[src/rtl/clock_victim_pkg.sv]
package clock_victim_pkg;
  typedef enum logic [1:0] {
    SW_IDLE = 2'd0,
    SW_SCAN = 2'd1,
    SW_DONE = 2'd2
  } sweep_state_e;
endpackage

[src/rtl/cvs_frame_flags.sv]
module cvs_frame_flags #(
  parameter int NUM_FRAMES = 8,
  localparam int IDX_W = (NUM_FRAMES > 1) ? $clog2(NUM_FRAMES) : 1
) (
  input  logic                  clk,
  input  logic                  rst_n,
  input  logic                  acc_valid,
  input  logic [IDX_W-1:0]      acc_idx,
  input  logic                  acc_write,
  input  logic                  wb_done_valid,
  input  logic [IDX_W-1:0]      wb_done_idx,
  input  logic                  clr_en,
  input  logic [IDX_W-1:0]      clr_idx,
  output logic [NUM_FRAMES-1:0] used_bits,
  output logic [NUM_FRAMES-1:0] mod_bits
);

  for (genvar g = 0; g < NUM_FRAMES; g++) begin : g_frame
    logic hit_acc, hit_clr, hit_wb;
    assign hit_acc = acc_valid && (acc_idx == IDX_W'(g));
    assign hit_clr = clr_en && (clr_idx == IDX_W'(g));
    assign hit_wb  = wb_done_valid && (wb_done_idx == IDX_W'(g));

    always_ff @(posedge clk) begin
      if (!rst_n) begin
        used_bits[g] <= 1'b0;
        mod_bits[g]  <= 1'b0;
      end else begin
        // a fresh mark overrides the sweep clearing the same frame
        if (hit_acc)      used_bits[g] <= 1'b1;
        else if (hit_clr) used_bits[g] <= 1'b0;
        if (hit_acc && acc_write) mod_bits[g] <= 1'b1;
        else if (hit_wb)          mod_bits[g] <= 1'b0;
      end
    end
  end

  // any access leaves the used flag raised, even against a sweep clear
  assert_mark_sets_used_R9: assert property (@(posedge clk) disable iff (!rst_n)
    acc_valid |=> used_bits[$past(acc_idx)]);

  // finished write-back leaves the frame clean unless rewritten that edge
  assert_wb_clears_mod_R8: assert property (@(posedge clk) disable iff (!rst_n)
    (wb_done_valid && !(acc_valid && acc_write && acc_idx == wb_done_idx))
      |=> !mod_bits[$past(wb_done_idx)]);

endmodule

[src/rtl/cvs_hand_sweep.sv]
module cvs_hand_sweep
  import clock_victim_pkg::*;
#(
  parameter int NUM_FRAMES = 8,
  localparam int IDX_W = (NUM_FRAMES > 1) ? $clog2(NUM_FRAMES) : 1,
  localparam int LIMIT = 2 * NUM_FRAMES,
  localparam int STEP_W = $clog2(LIMIT + 1)
) (
  input  logic                  clk,
  input  logic                  rst_n,
  input  logic                  req_valid,
  output logic                  req_ready,
  input  logic                  vic_ready,
  input  logic [NUM_FRAMES-1:0] used_bits,
  input  logic [NUM_FRAMES-1:0] mod_bits,
  output logic                  clr_en,
  output logic [IDX_W-1:0]      clr_idx,
  output logic                  vic_valid,
  output logic [IDX_W-1:0]      vic_idx,
  output logic                  vic_forced,
  output logic                  wb_req_valid,
  output logic [IDX_W-1:0]      wb_req_idx
);

  sweep_state_e     state_q;
  logic [IDX_W-1:0] hand_q, hand_nxt;
  logic [STEP_W-1:0] step_q;
  logic [IDX_W-1:0] vic_idx_q;
  logic             forced_q;
  logic             wb_v_q;
  logic [IDX_W-1:0] wb_idx_q;

  logic scanning, at_limit, cur_used, cur_mod, pick, wb_hit;

  always_comb begin
    scanning = (state_q == SW_SCAN);
    at_limit = (step_q == STEP_W'(LIMIT));
    cur_used = used_bits[hand_q];
    cur_mod  = mod_bits[hand_q];
    pick     = scanning && (at_limit || (!cur_used && !cur_mod));
    clr_en   = scanning && !at_limit && cur_used;
    clr_idx  = hand_q;
    wb_hit   = scanning && !at_limit && !cur_used && cur_mod;
    hand_nxt = (hand_q == IDX_W'(NUM_FRAMES - 1)) ? '0 : hand_q + IDX_W'(1);
  end

  always_ff @(posedge clk) begin
    if (!rst_n) begin
      state_q   <= SW_IDLE;
      hand_q    <= '0;
      step_q    <= '0;
      vic_idx_q <= '0;
      forced_q  <= 1'b0;
      wb_v_q    <= 1'b0;
      wb_idx_q  <= '0;
    end else begin
      wb_v_q <= wb_hit;
      if (wb_hit) wb_idx_q <= hand_q;
      case (state_q)
        SW_IDLE: begin
          if (req_valid) begin
            state_q <= SW_SCAN;
            step_q  <= '0;
          end
        end
        SW_SCAN: begin
          hand_q <= hand_nxt;
          step_q <= step_q + STEP_W'(1);
          if (pick) begin
            vic_idx_q <= hand_q;
            forced_q  <= at_limit;
            state_q   <= SW_DONE;
          end
        end
        SW_DONE: begin
          if (vic_ready) state_q <= SW_IDLE;
        end
        default: state_q <= SW_IDLE;
      endcase
    end
  end

  assign req_ready    = (state_q == SW_IDLE);
  assign vic_valid    = (state_q == SW_DONE);
  assign vic_idx      = vic_idx_q;
  assign vic_forced   = forced_q;
  assign wb_req_valid = wb_v_q;
  assign wb_req_idx   = wb_idx_q;

  // a stalled result does not move
  assert_result_hold_R11: assert property (@(posedge clk) disable iff (!rst_n)
    (vic_valid && !vic_ready) |=> (vic_valid && $stable(vic_idx) && $stable(vic_forced)));

  // after acceptance the port closes and no result is yet offered
  assert_accept_closes_R2: assert property (@(posedge clk) disable iff (!rst_n)
    (req_valid && req_ready) |=> (!req_ready && !vic_valid));

  // back-to-back write-back pulses name consecutive frames around the circle
  assert_wb_order_R6: assert property (@(posedge clk) disable iff (!rst_n)
    (wb_req_valid && $past(wb_req_valid)) |->
      (wb_req_idx == (($past(wb_req_idx) == IDX_W'(NUM_FRAMES - 1)) ? '0
                       : $past(wb_req_idx) + IDX_W'(1))));

endmodule

[src/rtl/clock_victim_sel.sv]
module clock_victim_sel #(
  parameter int NUM_FRAMES = 8,
  localparam int IDX_W = (NUM_FRAMES > 1) ? $clog2(NUM_FRAMES) : 1
) (
  input  logic             clk,
  input  logic             rst_n,
  input  logic             acc_valid,
  input  logic [IDX_W-1:0] acc_idx,
  input  logic             acc_write,
  input  logic             wb_done_valid,
  input  logic [IDX_W-1:0] wb_done_idx,
  input  logic             req_valid,
  output logic             req_ready,
  output logic             vic_valid,
  input  logic             vic_ready,
  output logic [IDX_W-1:0] vic_idx,
  output logic             vic_forced,
  output logic             wb_req_valid,
  output logic [IDX_W-1:0] wb_req_idx
);

  logic [NUM_FRAMES-1:0] used_bits;
  logic [NUM_FRAMES-1:0] mod_bits;
  logic                  clr_en;
  logic [IDX_W-1:0]      clr_idx;

  cvs_frame_flags #(.NUM_FRAMES(NUM_FRAMES)) u_flags (
    .clk           (clk),
    .rst_n         (rst_n),
    .acc_valid     (acc_valid),
    .acc_idx       (acc_idx),
    .acc_write     (acc_write),
    .wb_done_valid (wb_done_valid),
    .wb_done_idx   (wb_done_idx),
    .clr_en        (clr_en),
    .clr_idx       (clr_idx),
    .used_bits     (used_bits),
    .mod_bits      (mod_bits)
  );

  cvs_hand_sweep #(.NUM_FRAMES(NUM_FRAMES)) u_sweep (
    .clk          (clk),
    .rst_n        (rst_n),
    .req_valid    (req_valid),
    .req_ready    (req_ready),
    .vic_ready    (vic_ready),
    .used_bits    (used_bits),
    .mod_bits     (mod_bits),
    .clr_en       (clr_en),
    .clr_idx      (clr_idx),
    .vic_valid    (vic_valid),
    .vic_idx      (vic_idx),
    .vic_forced   (vic_forced),
    .wb_req_valid (wb_req_valid),
    .wb_req_idx   (wb_req_idx)
  );

  // a result appears only after the port has been closed by a request
  assert_result_after_request_R3: assert property (@(posedge clk) disable iff (!rst_n)
    $rose(vic_valid) |-> !$past(req_ready));

endmodule

[config.mk]
export PLATFORM = sky130hd
export DESIGN_NAME = clock_victim_sel
export DESIGN_NICKNAME = d
export VERILOG_FILES = /design/src/rtl/clock_victim_pkg.sv /design/src/rtl/cvs_frame_flags.sv /design/src/rtl/cvs_hand_sweep.sv /design/src/rtl/clock_victim_sel.sv
export SDC_FILE = /design/constraint.sdc
export NUM_CORES = 1
export LEC_CHECK = 0
export ABC_AREA = 1
export BUFFER_PORTS_ARGS = -buffer_cell sky130_fd_sc_hd__buf_4
export CORE_ASPECT_RATIO = 1.4
export CORE_MARGIN = 2
export CORE_UTILIZATION = 43
export DETAILED_ROUTE_END_ITERATION = 16
export HOLD_SLACK_MARGIN = 0.03
export PLACE_DENSITY = 0.6
export SETUP_SLACK_MARGIN = 0.05
export SLEW_MARGIN = 10
export SYNTH_ARGS = -nofsm -noshare
export SYNTH_HDL_FRONTEND = slang
export SYNTH_SLANG_ARGS = --single-unit
[constraint.sdc]
create_clock -name clk -period 3.25 [get_ports clk]
set_input_delay 0.325 -clock clk [delete_from_list [all_inputs] [get_ports clk]]
set_output_delay 0.325 -clock clk [all_outputs]
set_load 0.02 [all_outputs]
; ---- After elaboration in Yosys (flattened, before gate mapping)
; Cells that the tools add are included.
[totals]
reg_bits = 34
out_inout_bits = 10
[classes]
reduce_logical = 66
eq_ne = 27
n_mux = 43
add_sub_neg = 2
n_lt_le_gt_ge = 1
[ops]
columns = op, n
row1 = logical AND 1 bit, 38
row2 = equality test 3 bit (second input constant), 12
row3 = two-way mux 1 bit, 34
row4 = nonzero test 2 bit, 17
row5 = equality test 3 x 2 -> 1 bit (second input constant), 6
row6 = case mux 5 bit (2 select lines), 1
row7 = equality test 3 x 1 -> 1 bit (second input constant), 3
row8 = logical NOT 3 bit, 3
row9 = binary-select mux 1 bit (select 3 bit), 2
row10 = two-way mux 2 bit, 3
row11 = case mux 2 bit (3 select lines), 1
row12 = adder 5 x 1 -> 5 bit (second input constant), 1
row13 = equality test 5 bit (second input constant), 1
row14 = two-way mux 5 bit, 1
row15 = less-than comparator 3 x 4 -> 1 bit (second input constant), 1
row16 = inequality test 2 bit (second input constant), 2
row17 = AND reduction 2 bit, 2
row18 = adder 3 x 1 -> 3 bit (second input constant), 1
row19 = logical NOT 1 bit, 3
row20 = two-way mux 3 bit, 1
row21 = AND reduction 3 bit, 1
row22 = equality test 2 x 1 -> 1 bit (second input constant), 1
row23 = equality test 2 bit (second input constant), 1
row24 = logical NOT 2 bit, 1
row25 = other kinds (2), 2

; ---- Logic depth before layout (Yosys ltp)
[logic_depth]
ltp_word = 8
depth_mapped = 12

; ---- Cells and area by module
; Synthesis repeated with hierarchy kept, for this count alone.
[hier_totals]
cells_unflattened = 267
area_unflattened_um2 = 1791.7
[by_module_without_submodules]
columns = mod, seq_area_each_um2, area_per_inst_um2, cells_per_inst, instances
row1 = cvs_hand_sweep, 360.3, 1047.3, 153, 1
row2 = cvs_frame_flags, 320.3, 744.5, 114, 1

; ---- Worst setup path after synthesis
; No wires, ideal clock.
[synth_timing]
path_type = flip-flop to flip-flop
startpoint = register u_sweep.hand_q[0], in the netlist u_sweep.clr_idx[0]
endpoint = register u_flags.used_bits[0]
arrival_ns = 1.259
required_ns = 3.122
n_path_buf = 2
setup_ns = 0.128
period_less_slack_ns = 1.387
setup_slack_ns = 1.863
path_stages_with_launch = 12
path_cell_list = dfxtp_1 > buf_6 > inv_6 > buf_12 > nand2_2 > nand3_2 > nand3_2 > nand2_4 > nor2_8 > nand2_1 > a21oi_1 > nor2_1
[synth_between]
elab_chain_len = 5
elab_cells_between_ends = 6
[synth_rtl]
columns = element, line_no
row1 = from (decl), cvs_hand_sweep.sv:26  ; logic [IDX_W-1:0] hand_q, hand_nxt;
row2 = from (signal assigned), cvs_hand_sweep.sv:67  ; hand_q <= hand_nxt;
row3 = binary-select mux 1 bit (select 3 bit), cvs_hand_sweep.sv:38  ; cur_used = used_bits[hand_q];
row4 = two-way mux 1 bit (not written as such), cvs_hand_sweep.sv:38
row5 = logical AND 1 bit, cvs_hand_sweep.sv:41  ; clr_en = scanning && !at_limit && cur_used;
row6 = logical AND 1 bit (*), cvs_frame_flags.sv:21  ; assign hit_clr = clr_en && (clr_idx == IDX_W'(g));
row7 = nonzero test 2 bit (no line) (*), -
row8 = "to (signal, indexed assignment)", cvs_frame_flags.sv:26  ; used_bits[g] <= 1'b0;
row9 = "to (signal, indexed assignment)", cvs_frame_flags.sv:30  ; if (hit_acc) used_bits[g] <= 1'b1;
row10 = "to (signal, indexed assignment)", cvs_frame_flags.sv:31  ; else if (hit_clr) used_bits[g] <= 1'b0;
row11 = to (decl), cvs_frame_flags.sv:14  ; output logic [NUM_FRAMES-1:0] used_bits,
; Mark *: on every way between the ends. The rest lies on a longest branch, timed or not. The select of a mux whose other input is x is not followed.
; A chain may end at the register's enable or synchronous reset.

; ---- Final worst setup path
[layout_timing]
startpoint = register u_sweep.hand_q[0], in the netlist u_sweep.clr_idx[0]
endpoint = register u_sweep.vic_idx_q[1], in the netlist u_sweep.vic_idx[1]
[layout_between]
elab_chain_len = 7
elab_cells_between_ends = 10
[layout_rtl]
columns = element, line_no
row1 = binary-select mux 1 bit (select 3 bit) (on tied branches), "cvs_hand_sweep.sv:38, cvs_hand_sweep.sv:39"
row2 = two-way mux 1 bit (on tied branches), "cvs_hand_sweep.sv:38, cvs_hand_sweep.sv:39"
row3 = logical NOT 1 bit, cvs_hand_sweep.sv:40  ; pick = scanning && (at_limit || (!cur_used && !cur_mod));
row4 = logical AND 1 bit (*), cvs_hand_sweep.sv:40
row5 = logical OR 1 bit (*), cvs_hand_sweep.sv:40
row6 = logical AND 1 bit (*), cvs_hand_sweep.sv:40
row7 = AND reduction 2 bit (no line) (*), -
row8 = to (signal assigned), cvs_hand_sweep.sv:70  ; vic_idx_q <= hand_q;
row9 = to (decl), cvs_hand_sweep.sv:28  ; logic [IDX_W-1:0] vic_idx_q;
; Marked as above.

==> reports/results.tsv <==
stage	metric	value	unit
clocking	postCtsSetupRepairBufs	0	
drt	detail-route-antenna-nets	0	
synthesis	syn_area	1880	um2
power_and_ir_drop	leakage	0.962	nW
cells_and_area	fin_util	0.509	
power_and_ir_drop	vdd_drop_max	0.000312	V
synthesis	synth.most_common_cell	nand2_1	
global_route	grt_use_total	0.182	
placement	globalplace.congestion	0.770	
cells_and_area	stdcell_count	340	
run_status	status	finished clean	
setup_path	crit_chain	inv_6 > nand2_1 > nand3_1 > nand2_1 > nand2_1 > nand2_4 > nand2_2 > nand2_2 > nand3_1 > nand2_1 > nor2_1	
synthesis	yosys-top-cells-area	dfxtp_1, nand2_1, nor2_1	
power_and_ir_drop	powerDensity	528	nW/um2
clocking	cts_buffers	5	
setup_path	cp_top_family	simple AND/OR/NAND/NOR gates	
clocking	cts_tree	built	
sta	tns	0	ps
setup_path	crit_path_end_kind	register	
synthesis	synth_top_flop_cell	dfxtp_1	
floorplan	chipWidth	59.9	um
clocking	htree_levels	2	
clocking	insertion_delay	290	ps
sta	worst_slew_margin_rel	0.464	
synthesis	seq_area_frac_synth	0.362	
clocking	cts_root_buffer	clkbuf_8	
floorplan	core-area	4200	um2
synthesis	yosysTopAreaCellShare	0.362	
synthesis	syn_inst	273	
global_route	antenna_found_initial	0	
synthesis	synth_commonest_cells	nand2_1, nor2_1, inv_1	
synthesis	ys_async_sr_fraction	0	
sta	finClkSkew	11.2	ps
floorplan	initial_core_util	0.447	
synthesis	synth.distinct_cells	31	
job	cap_viol_max_count	0	
drt	drt_wl_total	4010	um
drt	via_per_inst	4.90	
power_and_ir_drop	power.switching	0.356	mW
clocking	clk_pin_slew	70	ps
cells_and_area	drive_gt1_frac	0.176	
clocking	ctsHoldBuffers	0	
sta	timing.final.hold_violations	0	
clocking	cts_resized	0	
sta	final_max_slew_viol_count	0	
power_and_ir_drop	power	1.13	mW
setup_path	crit_top_cell	nand2_1	
global_route	grt_max_degree	25	
sta	period_minus_slack	1720	ps
power_and_ir_drop	pwr-share-clk	0.334	
placement	port-buffer-count	22	
setup_path	r2r_start	u_sweep.clr_idx[0]	
clocking	cts_buffer_depth	2	
synthesis	ys_warn_count	0	
cells_and_area	fin_area	2140	um2
setup_path	start_kind	register	
power_and_ir_drop	netSwitchingFraction	0.316	
cells_and_area	nFillCells	448	
placement	dp_slack	1530	ps
global_route	grt_overflow	0	
synthesis	synth_seq_cells	34	
floorplan	ios	23	
setup_path	critPathBufInv	1	
setup_path	slowest_stage	dfxtp_1	
drt	drt_first_iter_violations	55	
setup_path	cpPeakStageDelay	640	ps
cells_and_area	diodes	0	
floorplan	design.die.area	4920	um2
drt	remaining_drc_errors	0	
drt	wl_per_cell	11.8	um
global_route	first_global_vias	1573	
floorplan	die_h	82.2	um
worst_hold_path	min_from	rst_n	
sta	period_share	0.531	
placement	place_inst	332	
drt	vias	1665	
setup_path	cp-startpoint	u_sweep.clr_idx[0]	
placement	dp_hpwl	3090	um
power_and_ir_drop	p_comb_frac	0.246	
setup_path	worstPathArrival	1910	ps
global_route	grt_pass1_wl	6810	um
drt	first_pass_iters	4	
setup_path	worst-path-max-fanout	13	
global_route	grt_busiest_layer	met2	
global_route	grt_use_met2	0.335	
sta	worst_pin_slew	803	ps
global_route	grtUsageMet3	0.0405	
global_route	met1_usage	0.201	
setup_path	worst-setup-path-type	reg -> reg	
sta	setup_ws	1530	ps
sta	rsz0062_at_grt	no	
cells_and_area	nets	315	
cells_and_area	area_delta_synth_final	13.8	%
placement	postPlaceCellArea	2030	um2
power_and_ir_drop	intPower	0.772	mW
sta	hold_ws	327	ps
setup_path	cp.required	3440	ps
floorplan	core.rowCount	28	
worst_hold_path	hold_path_class	in -> reg	
power_and_ir_drop	p_seq_frac	0.420	
clocking	cts_sinks	34	
sta	setup_viol	0	
sta	max_freq	0.580	GHz
synthesis	avgSynthCellArea	6.88	um2
synthesis	synth_fp_nets	294	
synthesis	synth.largest_area_cell	dfxtp_1	
synthesis	synth_edf_count	0	
## power by group through the flow
| stage | logic, mW | clock network [mW] | registers [mW] |
|---|---|---|---|
| detailed placement | 0.281 | 0 | 0.484 |
| CTS | 0.282 | 0.388 | 0.474 |
| global route | 0.317 | 0.403 | 0.479 |
| finish | 0.278 | 0.377 | 0.474 |
| floorplan | 0.222 | 0 | 0.481 |
| global placement | 0.280 | 0 | 0.484 |
## sequential cells by signal (all words and copies together), names as in the netlist
name	cells
u_sweep.vic_idx	3
u_sweep.step_q	5
u_flags.used_bits	8
u_sweep.vic_forced	1
u_sweep.state_q	2
u_sweep.wb_req_idx	3
u_sweep.clr_idx	3
u_sweep.wb_req_valid	1
u_flags.mod_bits	8
## area by class of cell
class	count	area [um2]	share of cell area
clock buffer	7	76.3	0.0357
clock inverter	1	30.0	0.0140
inverter	42	163	0.0761
sequential	34	681	0.318
multi-input combinational	189	967	0.452
timing repair buffer	22	165	0.0772
tap	45	56.3	0.0263
## path summary, 6_finish.rpt
check | depth (start not counted) | slack (ps) | end
worst min-delay path | 3 | 330 | u_sweep.state_q[1]
worst max-delay path | 11 | 1530 | u_sweep.vic_idx[1]
worst min register to register | 2 | 470 | u_sweep.vic_forced
worst max register to register | 11 | 1530 | u_sweep.vic_idx[1]
## worst register-to-register path, cell delays in order, from the launching register on
cell and delay, ps:
dfxtp_1 640, inv_6 140, nand2_1 100, nand3_1 70
nand2_1 80, nand2_1 90, nand2_4 160, nand2_2 80
nand2_2 70, nand3_1 90, nand2_1 80, nor2_1 40
## kinds of logic after synthesis
kind of cell	after synthesis	synth area share
flip-flops	34	0.362
adder cells (fa/ha/maj)	8	0.0533
AND/OR/NAND/NOR	142	0.347
AO/OA/AOI/OAI	39	0.115
buffers and inverters	50	0.123
## layer usage
metal / vias to the layer above / wire length [um]
met1: 739 / 1770
met4: 0 / 69
met2: 29 / 2020
met3: 7 / 153
met5: - / 0
li1: 890 / -
## cell usage in the layout (no fill, tap or decap), types with 3 or more instances in the layout
| cell type | netlist | final |
|---|---|---|
| o21ai_0 | 7 | 7 |
| a21oi_1 | 24 | 24 |
| nand2_2 | 9 | 9 |
| a211oi_1 | 3 | 3 |
| nand3_1 | 12 | 12 |
| buf_4 | 1 | 22 |
| clkbuf_8 | 1 | 5 |
| nand2_1 | 63 | 63 |
| dfxtp_1 | 34 | 34 |
| nor2_1 | 44 | 44 |
| ha_1 | 8 | 8 |
| nand3_2 | 5 | 5 |
| inv_1 | 39 | 39 |
Power figures use the tool's default switching activity.
